File: src/rtl/fsu_pkg.sv
package fsu_pkg;
   typedef enum logic [1:0] {
      FWD_RF = 2'b00,
      FWD_MW = 2'b01,
      FWD_XM = 2'b10
   } fwd_sel_e;
endpackage

File: src/rtl/fsu_fwd_pick.sv
module fsu_fwd_pick
   import fsu_pkg::*;
#(
   parameter int RA_W = 5
) (
   input  logic            clk,
   input  logic            rst_n,
   input  logic [RA_W-1:0] src,
   input  logic            xm_wr,
   input  logic [RA_W-1:0] xm_dst,
   input  logic            mw_wr,
   input  logic [RA_W-1:0] mw_dst,
   output fwd_sel_e        sel
);
   localparam logic [RA_W-1:0] ZERO_REG = '0;

   logic src_live;
   logic hit_xm;
   logic hit_mw;

   assign src_live = (src != ZERO_REG);
   assign hit_xm   = xm_wr && src_live && (xm_dst == src);
   assign hit_mw   = mw_wr && src_live && (mw_dst == src);

   always_comb begin
      sel = FWD_RF;
      if (hit_xm)      sel = FWD_XM;
      else if (hit_mw) sel = FWD_MW;
   end

   AST_SEL_LEGAL: assert property (@(posedge clk) disable iff (!rst_n)
      sel != fwd_sel_e'(2'b11));
   AST_XM_SOURCE: assert property (@(posedge clk) disable iff (!rst_n)
      (sel == FWD_XM) |-> (xm_wr && (xm_dst == src) && (src != '0)));
   AST_MW_SOURCE: assert property (@(posedge clk) disable iff (!rst_n)
      (sel == FWD_MW) |-> (mw_wr && (mw_dst == src) && (src != '0)));
   AST_YOUNG_WINS: assert property (@(posedge clk) disable iff (!rst_n)
      (sel == FWD_MW) |-> !(xm_wr && (xm_dst == src)));
   AST_ZERO_SRC: assert property (@(posedge clk) disable iff (!rst_n)
      (src == '0) |-> (sel == FWD_RF));
endmodule

File: src/rtl/fsu_load_use.sv
module fsu_load_use #(
   parameter int  RA_W        = 5,
   parameter bit  STORE_EXEMPT = 1'b1
) (
   input  logic            clk,
   input  logic            rst_n,
   input  logic [RA_W-1:0] nxt_rs,
   input  logic [RA_W-1:0] nxt_rt,
   input  logic            nxt_rt_used,
   input  logic            nxt_is_store,
   input  logic            ld_valid,
   input  logic [RA_W-1:0] ld_dst,
   output logic            stall
);
   localparam logic [RA_W-1:0] ZERO_REG = '0;

   logic ld_live;
   logic hit_rs;
   logic hit_rt;
   logic rt_counts;

   assign ld_live = ld_valid && (ld_dst != ZERO_REG);
   assign hit_rs  = (ld_dst == nxt_rs);
   assign hit_rt  = (ld_dst == nxt_rt);

   generate
      if (STORE_EXEMPT) begin : g_exempt
         assign rt_counts = nxt_rt_used && !nxt_is_store;
      end else begin : g_no_exempt
         assign rt_counts = nxt_rt_used;
      end
   endgenerate

   assign stall = ld_live && (hit_rs || (rt_counts && hit_rt));

   AST_STALL_NEEDS_LOAD: assert property (@(posedge clk) disable iff (!rst_n)
      !ld_valid |-> !stall);
   AST_STALL_NOT_R0: assert property (@(posedge clk) disable iff (!rst_n)
      (ld_dst == '0) |-> !stall);
   AST_STALL_HAS_MATCH: assert property (@(posedge clk) disable iff (!rst_n)
      stall |-> ((ld_dst == nxt_rs) || (ld_dst == nxt_rt)));
endmodule

File: src/rtl/fsu_store_fwd.sv
module fsu_store_fwd #(
   parameter int RA_W = 5
) (
   input  logic            clk,
   input  logic            rst_n,
   input  logic            st_valid,
   input  logic [RA_W-1:0] st_reg,
   input  logic            wb_wr,
   input  logic [RA_W-1:0] wb_dst,
   output logic            use_wb
);
   localparam logic [RA_W-1:0] ZERO_REG = '0;

   logic reg_live;
   assign reg_live = (st_reg != ZERO_REG);
   assign use_wb   = st_valid && wb_wr && reg_live && (wb_dst == st_reg);

   AST_STORE_SRC: assert property (@(posedge clk) disable iff (!rst_n)
      use_wb |-> (st_valid && (wb_dst == st_reg)));
   AST_STORE_R0: assert property (@(posedge clk) disable iff (!rst_n)
      (st_reg == '0) |-> !use_wb);
endmodule

File: src/rtl/fwd_stall_unit.sv
module fwd_stall_unit
   import fsu_pkg::*;
#(
   parameter int INSTR_W      = 32,
   parameter int RA_W         = 5,
   parameter int RS_LSB       = 21,
   parameter int RT_LSB       = 16,
   parameter bit STORE_FWD_EN = 1'b1
) (
   input  logic               clk,
   input  logic               rst_n,
   input  logic [INSTR_W-1:0] ifid_instr,
   input  logic               ifid_rt_used,
   input  logic               ifid_is_store,
   input  logic [RA_W-1:0]    idex_rs,
   input  logic [RA_W-1:0]    idex_rt,
   input  logic               idex_mem_read,
   input  logic [RA_W-1:0]    idex_dst,
   input  logic               exmem_reg_write,
   input  logic [RA_W-1:0]    exmem_dst,
   input  logic               exmem_is_store,
   input  logic [RA_W-1:0]    exmem_rt,
   input  logic               memwb_reg_write,
   input  logic [RA_W-1:0]    memwb_dst,
   output logic [1:0]         fwd_a_sel,
   output logic [1:0]         fwd_b_sel,
   output logic               st_data_sel,
   output logic               pc_hold,
   output logic               ifid_hold,
   output logic               idex_bubble
);
   localparam int NUM_OPS = 2;
   localparam int RS_MSB  = RS_LSB + RA_W - 1;
   localparam int RT_MSB  = RT_LSB + RA_W - 1;

   if (RS_MSB >= INSTR_W || RT_MSB >= INSTR_W) begin : g_chk_fit
      $error("register field lies outside the instruction word");
   end
   if (RA_W < 1 || RA_W > 8) begin : g_chk_ra
      $error("register address width out of range");
   end
   if ((RS_LSB > RT_LSB) ? (RS_LSB < RT_MSB + 1) : (RT_LSB < RS_MSB + 1)) begin : g_chk_ovl
      $error("register fields overlap");
   end

   logic [RA_W-1:0] nxt_rs;
   logic [RA_W-1:0] nxt_rt;
   assign nxt_rs = ifid_instr[RS_MSB:RS_LSB];
   assign nxt_rt = ifid_instr[RT_MSB:RT_LSB];

   logic [RA_W-1:0] op_src [NUM_OPS];
   fwd_sel_e        op_sel [NUM_OPS];
   assign op_src[0] = idex_rs;
   assign op_src[1] = idex_rt;

   for (genvar i = 0; i < NUM_OPS; i++) begin : g_op
      fsu_fwd_pick #(.RA_W(RA_W)) u_pick (
         .clk    (clk),
         .rst_n  (rst_n),
         .src    (op_src[i]),
         .xm_wr  (exmem_reg_write),
         .xm_dst (exmem_dst),
         .mw_wr  (memwb_reg_write),
         .mw_dst (memwb_dst),
         .sel    (op_sel[i])
      );
   end

   assign fwd_a_sel = op_sel[0];
   assign fwd_b_sel = op_sel[1];

   logic stall;
   fsu_load_use #(.RA_W(RA_W), .STORE_EXEMPT(STORE_FWD_EN)) u_load_use (
      .clk          (clk),
      .rst_n        (rst_n),
      .nxt_rs       (nxt_rs),
      .nxt_rt       (nxt_rt),
      .nxt_rt_used  (ifid_rt_used),
      .nxt_is_store (ifid_is_store),
      .ld_valid     (idex_mem_read),
      .ld_dst       (idex_dst),
      .stall        (stall)
   );

   generate
      if (STORE_FWD_EN) begin : g_stfwd
         fsu_store_fwd #(.RA_W(RA_W)) u_store (
            .clk      (clk),
            .rst_n    (rst_n),
            .st_valid (exmem_is_store),
            .st_reg   (exmem_rt),
            .wb_wr    (memwb_reg_write),
            .wb_dst   (memwb_dst),
            .use_wb   (st_data_sel)
         );
      end else begin : g_no_stfwd
         assign st_data_sel = 1'b0;
      end
   endgenerate

   assign pc_hold     = stall;
   assign ifid_hold   = stall;
   assign idex_bubble = stall;

   AST_HOLD_TOGETHER: assert property (@(posedge clk) disable iff (!rst_n)
      (pc_hold == ifid_hold) && (ifid_hold == idex_bubble));
   AST_NO_LOAD_NO_HOLD: assert property (@(posedge clk) disable iff (!rst_n)
      !idex_mem_read |-> !(pc_hold || ifid_hold || idex_bubble));
   AST_STORE_NO_STALL: assert property (@(posedge clk) disable iff (!rst_n)
      (ifid_is_store && (idex_dst != nxt_rs)) |-> !pc_hold);
endmodule

File: config.mk
export PLATFORM = sky130hd
export DESIGN_NAME = fwd_stall_unit
export DESIGN_NICKNAME = d
export VERILOG_FILES = /design/src/rtl/fsu_pkg.sv /design/src/rtl/fsu_fwd_pick.sv /design/src/rtl/fsu_load_use.sv /design/src/rtl/fsu_store_fwd.sv /design/src/rtl/fwd_stall_unit.sv
export SDC_FILE = /design/constraint.sdc
export NUM_CORES = 1
export LEC_CHECK = 0
export ABC_AREA = 1
export BUFFER_PORTS_ARGS = -buffer_cell sky130_fd_sc_hd__buf_2
export CORE_UTILIZATION = 40
export DETAILED_ROUTE_END_ITERATION = 6
export PLACE_DENSITY = 0.87
export SETUP_SLACK_MARGIN = 0.1
export SYNTH_ARGS = -nofsm -noshare
export SYNTH_HDL_FRONTEND = slang
export SYNTH_HIERARCHICAL = 1
export SYNTH_SLANG_ARGS = --single-unit
File: constraint.sdc
create_clock -name vclk -period 1.62
set_input_delay 0.243 -clock vclk [all_inputs]
set_output_delay 0.243 -clock vclk [all_outputs]
set_load 0.005 [all_outputs]
==> flow_metrics.env <==
export IMPL_endpoint_kind="output pin"
export IMPL_criticalPathCategory="in -> out"
export IMPL_drc=0
export IMPL_stdcell_count=288
export IMPL_vias_per_cell=4.059
export IMPL_leakage_nw=0.8986
export IMPL_final_util=0.5644
export IMPL_die_h_um=47.95
export IMPL_seq_area_um2=0
export IMPL_hold_viol=0
export IMPL_area_delta_synth_final_pct=32.44
export IMPL_avgSynthCellArea_um2=4.003
export IMPL_initial_utilization=0.4261
export IMPL_hold_buffers=0
export IMPL_synth_area_leaders="nand2_1, inv_1, nor2_1, nand3_1, inv_2"
export IMPL_gp_congestion=0.8103
export IMPL_cap_violations=0
export IMPL_chipWidth_um=47.95
export IMPL_synth_top_area_frac=0.4356
export IMPL_cts_resized=0
export IMPL_final_common_cell="nand2_1"
export IMPL_drive_above_1_share=0.2567
export IMPL_yosysTopAreaCell="nand2_1"
export IMPL_grt_overflow_total=0
export IMPL_setup_slack_ns=0.3923
export IMPL_fin_crit_sh=0.7578
export IMPL_coreArea_mm2=0.001982
export IMPL_wirelength_um=1942
export IMPL_place_area_mm2=0.001119
export IMPL_rows=16
export IMPL_ant_nets=0
export IMPL_grtUsageTotal=0.1756
export IMPL_vdd_drop_max_mv=0.1284
export IMPL_relSlewSlack=0.8453
export IMPL_critPathMaxFanout=3
export IMPL_min_delay_path_class="in -> out"
export IMPL_numPortBuffers=54
export IMPL_rsz0062_at_grt="no"
export IMPL_drtPass1Iterations=4
export IMPL_drt_initial_drc_count=20
export IMPL_syn_nets=281
export IMPL_seq_cell_count=0
export IMPL_synthDistinctLibCells=14
export IMPL_p_per_area_mw_per_mm2=203.6
export IMPL_period_minus_slack_ns=1.228
export IMPL_diodes=0
export IMPL_ios=78
export IMPL_dieArea_mm2=0.002299
export IMPL_grt_first_pass_wirelength_um=3070
export IMPL_cp_start_kind="input port"
export IMPL_grt_max_degree=7
export IMPL_max_freq_mhz=814.6
export IMPL_yosysWarningCount=6
export IMPL_postCtsSetupRepairBufs=0
export IMPL_cp_cell_sequence="buf_2 -> inv_2 -> nand2_1 -> nand2_1 -> nor2_1 -> nand3_1 -> a21oi_2 -> buf_2"
export IMPL_setup_viol=0
export IMPL_tightest_slew_ns=0.2296
export IMPL_dp_slack_ns=0.3842
export IMPL_clock_buffers=0
export IMPL_dp_hpwl_um=1784
export IMPL_synth_seq_area_share=0
export IMPL_critPathSlowestCell="a21oi_2"
export IMPL_cp_buffers_inverters=3
export IMPL_syn_inst=211
export IMPL_final_nets=333
export IMPL_timing_critical_path_slowest_cell_delay_ns=0.15
export IMPL_total_power_mw=0.2278
export IMPL_synth_area_um2=844.6
export IMPL_stdcell_area_mm2=0.001119
export IMPL_cp_data_required_time_ns=1.38
export IMPL_dp_cells=288
export IMPL_antenna_found_initial=0
export IMPL_worst_hold_slack_ns=0.8145
export IMPL_grt_pass1_vias=862
export IMPL_status="finished, final reports clean"
export IMPL_finalSetupTns_ns=0
export IMPL_crit_family="simple AND/OR/NAND/NOR gates"
export IMPL_wl_per_cell_um=6.743
export IMPL_vias=1169
export IMPL_cp_arrival_ns=0.98
export IMPL_slew_violations=0
export IMPL_layout_common_cells="nand2_1, buf_2, inv_1, nor2_1, inv_2"
power breakdown:
group          internal (mW)  total (mW)  switching (mW)  leakage, nW
Sequential                 0           0               0            0
Clock                      0           0               0            0
Combinational         0.0996       0.228           0.128        0.899
logic make-up (layout without fill, tap and decap cells):
| logic type | after synthesis | in the layout | synth area share |
|---|---|---|---|
| xor+xnor | 2 | 2 | 0.02074 |
| simple gates | 144 | 144 | 0.6637 |
| compound gates | 3 | 3 | 0.02221 |
| buf+inv | 62 | 112 | 0.2933 |
area by class of cell:
class / instances / area [um^2]
Fill cell: 220 / 863.3
Multi-Input combinational cell: 149 / 596.8
Inverter: 58 / 217.7
Timing Repair Buffer: 54 / 270.3
Tap cell: 27 / 33.78
routing by layer:
layer,track usage,routed length [um],vias up
met2,0.3216,926,25
li1,-,-,686
met5,0,0,-
met3,0,54,0
met4,0,0,0
met1,0.2440,961,458
cell usage after synthesis:
library cell and n:
a21oi_1 1, a21oi_2 1, buf_4 4, inv_1 49, inv_2 9, nand2_1 98, nand2_2 1, nand3_1 8
nand4_1 1, nor2_1 34, nor2_2 2, o21ai_0 1, xnor2_1 1, xor2_1 1
path summary, 6_finish.rpt:
check | from | end | slack (ns) | cells past startpoint
setup / recovery | idex_dst[1] | idex_bubble | 0.39 | 8
hold / removal | exmem_rt[4] | st_data_sel | 0.81 | 4
worst min-delay path, cell delays in order:
cell	delay, ns
buf_2	0.08
a21oi_1	0.03
nor2_1	0.09
buf_2	0.11
Power figures use the tool's default switching activity.
